===== src/rtl/i2c_byte_engine.sv =====
module i2c_byte_engine (
  input  logic        clk,
  input  logic        rst_n,
  input  logic        reg_wr,
  input  logic [1:0]  reg_addr,
  input  logic [7:0]  reg_wdata,
  output logic [31:0] reg_rdata,
  input  logic        scl_tick,
  input  logic        scl_in,
  input  logic        sda_in,
  output logic        scl_oe,
  output logic        sda_oe,
  output logic        irq
);
  localparam logic [1:0] A_CMD = 2'd0, A_BUF = 2'd1, A_IEN = 2'd2, A_STS = 2'd3;
  localparam int SB_ACK = 0, SB_NAK = 1, SB_RXD = 2, SB_ARB = 3, SB_STOP = 4, SB_ABN = 5;

  typedef enum logic [2:0] {S_IDLE, S_START, S_TX, S_RX, S_STOP} st_t;

  st_t        st;
  logic [1:0] ph;
  logic [3:0] bc;
  logic [7:0] sh, txb, rxb;
  logic [5:0] sts, acc, ien;
  logic       q_start, q_tx, q_rx, q_last, q_stop, owned;

  logic qany, busy, cmd_ok, smp, ph_end, eng_idle;
  logic [5:0] clr, commit;

  assign qany     = q_start | q_tx | q_rx | q_stop;
  assign eng_idle = (st == S_IDLE);
  assign busy     = !eng_idle || qany;
  assign cmd_ok   = reg_wr && reg_addr == A_CMD && !busy;
  assign smp      = scl_tick && ph == 2'd2;
  assign ph_end   = scl_tick && ph == 2'd3;
  assign clr      = (reg_wr && reg_addr == A_STS) ? reg_wdata[5:0] : 6'd0;
  assign commit   = (eng_idle && !qany) ? acc : 6'd0;
  assign irq      = |(sts & ien);

  always_comb begin
    case (st)
      S_START: begin sda_oe = ph[1];                    scl_oe = (ph == 2'd3); end
      S_STOP:  begin sda_oe = !ph[1];                   scl_oe = (ph == 2'd0); end
      S_TX:    begin sda_oe = (bc == 4'd8) ? 1'b0 : !sh[7];  scl_oe = (ph == 2'd0) || (ph == 2'd3); end
      S_RX:    begin sda_oe = (bc == 4'd8) ? !q_last : 1'b0; scl_oe = (ph == 2'd0) || (ph == 2'd3); end
      default: begin sda_oe = 1'b0;                     scl_oe = owned; end
    endcase
  end

  always_comb begin
    case (reg_addr)
      A_CMD:   reg_rdata = {13'd0, scl_in, sda_in, owned, 10'd0, q_stop, q_last, q_rx, 1'b0, q_tx, q_start};
      A_BUF:   reg_rdata = {16'd0, rxb, txb};
      A_IEN:   reg_rdata = {26'd0, ien};
      default: reg_rdata = {26'd0, sts};
    endcase
  end

  always_ff @(posedge clk or negedge rst_n) begin
    if (!rst_n) begin
      st <= S_IDLE; ph <= '0; bc <= '0; sh <= '0; txb <= '0; rxb <= '0;
      sts <= '0; acc <= '0; ien <= '0; owned <= 1'b0;
      q_start <= 1'b0; q_tx <= 1'b0; q_rx <= 1'b0; q_last <= 1'b0; q_stop <= 1'b0;
    end else begin
      if (scl_tick && !eng_idle) ph <= ph + 2'd1;
      sts <= (sts & ~clr) | commit;
      if (eng_idle && !qany) acc <= '0;
      if (reg_wr && reg_addr == A_BUF) txb <= reg_wdata;
      if (reg_wr && reg_addr == A_IEN) ien <= reg_wdata[5:0];
      if (cmd_ok) begin
        q_start <= reg_wdata[0]; q_tx <= reg_wdata[1]; q_rx <= reg_wdata[3];
        q_last  <= reg_wdata[4]; q_stop <= reg_wdata[5];
      end
      case (st)
        S_IDLE: if (qany) begin
          ph <= '0; bc <= '0;
          if (q_start) st <= S_START;
          else if (!owned) begin
            acc[SB_ABN] <= 1'b1;
            q_tx <= 1'b0; q_rx <= 1'b0; q_last <= 1'b0; q_stop <= 1'b0;
          end
          else if (q_tx) begin st <= S_TX; sh <= txb; end
          else if (q_rx) st <= S_RX;
          else st <= S_STOP;
        end
        S_START: if (ph_end) begin st <= S_IDLE; q_start <= 1'b0; owned <= 1'b1; end
        S_TX: begin
          if (smp) begin
            if (bc != 4'd8) begin
              if (sh[7] && !sda_in) begin
                acc[SB_ARB] <= 1'b1; owned <= 1'b0; st <= S_IDLE;
                q_tx <= 1'b0; q_rx <= 1'b0; q_last <= 1'b0; q_stop <= 1'b0;
              end
            end else if (sda_in) acc[SB_NAK] <= 1'b1;
            else acc[SB_ACK] <= 1'b1;
          end
          if (ph_end) begin
            if (bc == 4'd8) begin st <= S_IDLE; q_tx <= 1'b0; end
            else begin bc <= bc + 4'd1; sh <= {sh[6:0], 1'b0}; end
          end
        end
        S_RX: begin
          if (smp && bc != 4'd8) sh <= {sh[6:0], sda_in};
          if (ph_end) begin
            if (bc == 4'd8) begin
              rxb <= sh; acc[SB_RXD] <= 1'b1; st <= S_IDLE; q_rx <= 1'b0; q_last <= 1'b0;
            end else bc <= bc + 4'd1;
          end
        end
        S_STOP: if (ph_end) begin
          acc[SB_STOP] <= 1'b1; owned <= 1'b0; q_stop <= 1'b0; q_last <= 1'b0; st <= S_IDLE;
        end
        default: st <= S_IDLE;
      endcase
    end
  end
endmodule


===== config.mk =====
export PLATFORM = sky130hd
export DESIGN_NAME = i2c_byte_engine
export DESIGN_NICKNAME = d
export VERILOG_FILES = /design/src/rtl/i2c_byte_engine.sv
export SDC_FILE = /design/constraint.sdc
export NUM_CORES = 1
export LEC_CHECK = 0
export ABC_AREA = 1
export BUFFER_PORTS_ARGS = -buffer_cell sky130_fd_sc_hd__buf_4
export CORE_MARGIN = 8
export CORE_UTILIZATION = 39
export DETAILED_ROUTE_END_ITERATION = 7
export HOLD_SLACK_MARGIN = 0.06
export PLACE_DENSITY_LB_ADDON = 0.25
export RECOVER_POWER = 100
export SLEW_MARGIN = 20
export SYNTH_ARGS = -nofsm -noshare
export SYNTH_HDL_FRONTEND = slang
export SYNTH_SLANG_ARGS = --single-unit

===== constraint.sdc =====
create_clock -name clk -period 2.2 [get_ports clk]
set_clock_uncertainty 0.05 [all_clocks]
set_input_delay 0.33 -clock clk [delete_from_list [all_inputs] [get_ports clk]]
set_output_delay 0.33 -clock clk [all_outputs]
set_load 0.01 [all_outputs]

==> summary.md, run 1 <==
| Metric | Value |
|---|---|
| Status | finished clean |
| Largest family of logic cells by synthesized area | simple AND/OR/NAND/NOR gates |
| Die X | 106 um |
| Launch point of the worst path | st[0]$_DFFE_PN0P_ |
| Die height | 106 um |
| Hold Slack | 0.144 ns |
| Final hold viol count | 0 |
| Initial antenna violation count | 0 |
| Most common cell after layout, fill and taps aside | nand2_1 |
| Clk buf depth | 2 |
| Seq pwr share | 0.374 |
| Drc violations | 0 |
| Psw | 1600 uW |
| Core area | 8050 um2 |
| CTS Root Cell | clkbuf_8 |
| Post-route ant nets | 0 |
| P&R area growth vs syn | 14.3% |
| Post-Synthesis Mean Instance Area | 7.47 um2 |
| Fraction of power spent switching nets | 0.406 |
| TritonCTS clock tree | yes |
| Setup TNS Final | 0 ns |
| Slew headroom | 0.0721 |
| Worst-margin pin slew | 1.39 ns |
| Setup Crit Path Kind | reg2reg |
| Starting Density | 0.392 |
| Seq cells post-synth | 57 |
| Pin count of the biggest net entering global routing | 58 |
| Routed WL | 8.03 mm |
| Worst Hold End | acc[0]$_DFF_PN0_ |
| Filler cells | 865 |
| Post-synthesis sequential area ratio | 0.451 |
| Later-pin clock latency in the skew report | 0.34 ns |
| Yosys synthesis warning count | 0 |
| Critical Path Start Type | flip-flop |
| Final HPWL DP | 6.02 mm |
| Row cnt | 33 |
| Critical path peak fanout | 10 |
| Mapped Cells | 423 |
| WHS Path Cells | 2 |
| Post-synthesis mux area share | 0 |
| Post-Synth Simple-Gate Area | 0.267 |
| Final GP Congestion | 0.891 |
| Reg clk slew, reported paths | 0.06 ns |
| Critical path endpoint category | flip-flop |
| DRT iter0 DRCs | 125 |
| Full die area | 11200 um2 |
| Final nets | 488 |
| IO buf count | 37 |
| Synth Area in Adders | 0.0198 |
| Combinational fraction of design power | 0.364 |
| Min Tclk post-route | 2.06 ns |
| Complex-gate fraction of the synthesized area | 0.139 |
| Pins Over Slew Limit | 0 |
| CTS H-Tree Depth | 3 |
| Internal Power | 2340 uW |
| Clock buffer count from CTS | 9 |
| Sequential cell area | 1430 um2 |
| First-pass GRT wire length | 13.2 mm |
| Reg2reg start | st[0]$_DFFE_PN0P_ |
| Worst R2R End | bc[1]$_DFFE_PN0P_ |
| Setup repair bufs after CTS | 0 |
| Clk pwr share | 0.262 |
| Commonest non-fill, non-tap cells in the layout | nand2_1, inv_1, dfrtp_1 |
| Unrepaired setup endpoints after global routing | no |
| I/O pin cnt | 51 |
| Routed via count | 2735 |
| Antenna diodes | 0 |
| Worst hold start | sda_in |
| CP required | 2.38 ns |
| Share of layout cells above drive strength 1 | 0.0953 |
| Fin util | 0.448 |
| Area of the multi-input gates | 1390 um2 |
| Max Fclk | 0.485 GHz |
| PD cells | 1090 nW/um2 |
| Remaining global-route overflow | 0 |
| Hold WC Path Type | in2reg |
| Post-synth cell types | 34 |
| Area after DPL | 3500 um2 |
| VDD IR max | 634 uV |
| Period utilization | 0.937 |
| Reg2Reg Setup Slack | 0.14 ns |
| Reg2Reg Depth | 7 |
| Worst path arrival time | 2.24 ns |
| Mapped Area | 3160 um2 |
| Synth Area in XOR/XNOR | 0.00554 |
| Vias in the first global route | 2725 |
| Wirelength per Cell | 13.9 um |
| TritonCTS Sinks | 57 |
| MaxCap Viol Count | 0 |
| All-Layer GR Usage | 0.147 |
| Leakage | 0.00182 uW |
| TritonRoute pass-1 iters | 4 |
| Fin area | 3610 um2 |
| Via density | 4.74 |
| Setup Viol. Count Final | 0 |
layout make-up:
type                    count  area share
multi-input cells         296       0.385
clock buffers              14      0.0478
clock inverters             2     0.00970
well taps                 105      0.0364
flip-flops and latches     57       0.395
inverters                  62      0.0644
repair buffers             41      0.0613
flip-flops by register name (all words and copies together), names as in the netlist, 2 cells and up:
name and flops:
acc 6, bc 4, ien 6, ph 2, rxb 8, sh 8
st 3, sts 6, txb 8
cell usage after synthesis:
library cell	number	area, um2
a21oi_1	12	60.1
a21oi_2	1	8.76
a22oi_1	1	7.51
buf_2	2	10.0
buf_4	13	97.6
buf_6	1	11.3
clkbuf_1	4	15.0
conb_1	1	3.75
dfrtp_1	57	1430
ha_1	5	62.6
inv_1	57	214
inv_2	5	18.8
nand2_1	133	499
nand2_2	3	18.8
nand2_4	2	22.5
nand3_1	11	55.1
nand3_2	2	20.0
nand3b_1	1	7.51
nand4_1	2	12.5
nor2_1	32	120
nor2_2	3	18.8
nor2_4	4	45.0
nor3_1	2	10.0
nor3b_1	1	7.51
nor4_1	1	6.26
o2111ai_1	7	61.3
o211ai_1	1	7.51
o21ai_0	44	220
o21ai_1	9	45.0
o221ai_1	1	8.76
o22ai_1	2	12.5
o31ai_1	1	7.51
xnor2_1	1	8.76
xor2_1	1	8.76
cells by family (layout without fill, tap and decap cells):
logic type,after synthesis,count (layout)
buffers and inverters,82,119
XOR/XNOR,2,2
AO/OA/AOI/OAI,79,79
AND/OR/NAND/NOR,197,197
adder cells (fa/ha/maj),5,5
other,1,13
flip-flops,57,57
worst max path at each step:
stage                               to  slack, ns  depth (start not counted)
detailed placement  rxb[7]$_DFFE_PN0P_       0.50                          7
finish               bc[1]$_DFFE_PN0P_       0.14                          7
floorplan                       sda_oe       0.70                          5
global route                    sda_oe       0.02                          7
global placement    rxb[7]$_DFFE_PN0P_       0.50                          7
CTS                             sda_oe       0.13                          6
power groups by stage:
stage                     clock network (uW)  registers (uW)  logic, uW
final                                   1030            1470       1440
after global routing                    1100            1500       1640
after CTS                               1050            1470       1560
after detailed placement                   0            1490       1540
after global placement                     0            1480       1530
after floorplan                            0            1420       1120
per-layer routing:
layer,part of all wire,up-vias,global-route usage
met2,0.47,61,0.242
met3,0.063,6,0.0442
met1,0.46,1272,0.179
met4,0.0082,0,0.0452
met5,0,-,0
li1,-,1396,-
what timing repair did:
item	4_1_cts	5_1_grt
gates resized for setup	0	1
endpoints found under the setup margin	0	1
hold buffers	1	0
hold endpoints to repair	57	0
metrics by stage:
step,cells,total power (uW),worst slack [ns]
after floorplan,435,2550,0.705
after detailed placement,560,3030,0.504
after CTS,577,4080,0.134
final,577,3940,0.139
after global placement,560,3000,0.503
after global routing,577,4230,0.0218
worst max-delay path, stage by stage, from the launching register on:
cell and delay, ns:
dfrtp_1 0.49, nor2_4 0.20, nand2_4 0.08, nor2_1 0.52, clkbuf_1 0.34, nor3_1 0.13, nand2_1 0.09, nand2_1 0.05
Note: power is estimated with default switching activity, not from simulation.
==> run 2, diff against run 1 <==
HOLD_SLACK_MARGIN = 0.02   (was 0.06)
RECOVER_POWER = not set   (was 100)
==> summary.md, run 2 (same netlist as run 1, synthesis figures left out) <==
| Metric | Value |
|---|---|
| Status | finished with violations |
| Failing checks | hold timing |
| Worst path arrival time | 1.64 ns (-0.60 ns) |
| IO buf count | 37 (unchanged) |
| Remaining global-route overflow | 0 (unchanged) |
| Die X | 106 um (unchanged) |
| Slew headroom | 0.521 (+0.449) |
| Worst R2R End | rxb[7]$_DFFE_PN0P_ |
| CTS H-Tree Depth | 3 (unchanged) |
| Clock buffer count from CTS | 9 (unchanged) |
| Full die area | 11200 um2 (unchanged) |
| Row cnt | 33 (unchanged) |
| Setup Viol. Count Final | 0 (unchanged) |
| Leakage | 0.00191 uW (+4.8%) |
| PD cells | 1090 nW/um2 (-0.15%) |
| Worst-margin pin slew | 0.718 ns (-0.674 ns) |
| CTS Root Cell | clkbuf_8 |
| Pin count of the biggest net entering global routing | 58 (unchanged) |
| MaxCap Viol Count | 0 (unchanged) |
| Reg2Reg Setup Slack | 0.50 ns (+0.36 ns) |
| Setup TNS Final | 0 ns (unchanged) |
| Max Fclk | 0.496 GHz (+2.2%) |
| Commonest non-fill, non-tap cells in the layout | nand2_1, inv_1, dfrtp_1 |
| Hold Slack | -0.0143 ns (-0.158 ns) |
| VDD IR max | 635 uV (+0.13%) |
| Reg2reg start | bc[0]$_DFFE_PN0P_ |
| Post-route ant nets | 0 (unchanged) |
| Final hold viol count | 4 (+4) |
| Hold WC Path Type | in2async |
| Biggest regs | rxb (8), sh (8), txb (8) |
| TritonCTS Sinks | 57 (unchanged) |
| All-Layer GR Usage | 0.146 (about the same) |
| Vias in the first global route | 2722 (-0.11%) |
| Clk buf depth | 2 (unchanged) |
| First-pass GRT wire length | 13.2 mm (-0.11%) |
| Via density | 4.76 (+0.32%) |
| Critical path peak fanout | 5 (-5) |
| Unrepaired setup endpoints after global routing | no |
| Final nets | 487 (-0.20%) |
| Routed via count | 2739 (+0.15%) |
| Reg clk slew, reported paths | 0.07 ns (about the same) |
| Die height | 106 um (unchanged) |
| Critical path endpoint category | output port |
| Later-pin clock latency in the skew report | 0.34 ns (about the same) |
| Reg2Reg Depth | 7 (unchanged) |
| Drc violations | 0 (unchanged) |
| Initial antenna violation count | 0 (unchanged) |
| P&R area growth vs syn | 17.6% |
| Final GP Congestion | 0.891 (unchanged) |
| Starting Density | 0.392 (unchanged) |
| Share of layout cells above drive strength 1 | 0.157 (+0.0618) |
| Wirelength per Cell | 14.0 um (+0.32%) |
| Core area | 8050 um2 (unchanged) |
| Worst Setup EP | sda_oe |
| Min Tclk post-route | 2.02 ns (-0.0435 ns) |
| CP Cell Sequence | inv_1, ha_1, nand2_1, nor2_2, nand3_1, o2111ai_1, buf_4 |
| Most common cell after layout, fill and taps aside | nand2_1 |
| DRT iter0 DRCs | 133 (+6.4%) |
| I/O pin cnt | 51 (unchanged) |
| Routed WL | 8.04 mm (+0.15%) |
| Setup Crit Path Kind | reg2out |
| Antenna diodes | 0 (unchanged) |
| Launch point of the worst path | bc[0]$_DFFE_PN0P_ |
| Period utilization | 0.917 (-0.0198) |
| Final HPWL DP | 6.02 mm (unchanged) |
| Pins Over Slew Limit | 0 (unchanged) |
| Worst path slowest cell | dfrtp_1 |
| Critical Path Start Type | flip-flop |
| CP required | 1.82 ns (-0.56 ns) |
| Critical path's largest stage delay | 0.41 ns (-0.11 ns) |
| TritonRoute pass-1 iters | 4 (unchanged) |
| TritonCTS clock tree | yes |
run 2: cell types whose count changed in the layout (fill, tap and decap cells not counted), sizes merged:
cell and delta:
buf +24, clkbuf -24, dlygate4sd3 -1
run 2: per-stage QoR:
step / power [uW] / area (um2) / setup slack [ns] / utilization / cells
floorplan: 2550 / 3200 / 0.705 / - / 435
global placement: 3000 / 3500 / 0.503 / 0.435 / 560
detailed placement: 3030 / 3500 / 0.504 / 0.435 / 560
CTS: 4080 / 3710 / 0.134 / 0.461 / 576
global route: 4340 / 3710 / 0.0382 / 0.461 / 576
finish: 4050 / 3710 / 0.183 / 0.461 / 576
run 2: how the worst min path moves through the flow:
stage	start	endpoint
final	rst_n	ien[2]$_DFFE_PN0P_
after global routing	rst_n	ien[2]$_DFFE_PN0P_
after CTS	rst_n	ien[2]$_DFFE_PN0P_
after detailed placement	rst_n	ien[2]$_DFFE_PN0P_
after global placement	rst_n	ien[2]$_DFFE_PN0P_
after floorplan	rst_n	acc[0]$_DFF_PN0_
run 2: critical path: cells and delay by family (launching register included):
| family | cells | cell delay (ns) |
|---|---|---|
| DFF | 1 | 0.41 |
| buffers and inverters | 2 | 0.25 |
| AOI/OAI and AO/OA | 1 | 0.11 |
| adders and majority gates | 1 | 0.16 |
| and+or+nand+nor | 3 | 0.37 |
run 2: layer usage:
| layer | track usage | part of all wire | vias up |
|---|---|---|---|
| met4 | 0.0452 | 0.0068 | 0 |
| met1 | 0.179 | 0.47 | 1277 |
| li1 | - | - | 1401 |
| met2 | 0.242 | 0.47 | 57 |
| met3 | 0.0442 | 0.052 | 4 |
| met5 | 0 | 0 | - |
run 2: power by group:
| part | leakage, uW | internal (uW) | switching, uW |
|---|---|---|---|
| registers | 0.000741 | 1280 | 194 |
| clock network | 0.000107 | 615 | 418 |
| logic | 0.00106 | 525 | 1020 |
run 2: area by class of cell:
cell class | instances | area (um2)
clock inverters | 2 | 35.0
flip-flops and latches | 57 | 1430
well taps | 105 | 131
inverters | 62 | 233
multi-input cells | 296 | 1420
clock buffers | 14 | 173
repair buffers | 40 | 300
fillers | 847 | 4340
run 2: timing repair:
action | in CTS | in global routing
hold buffers | 0 | 0
endpoints found under the setup margin | 0 | 1
buffers inserted | 0 | 0
resized for setup | 0 | 1
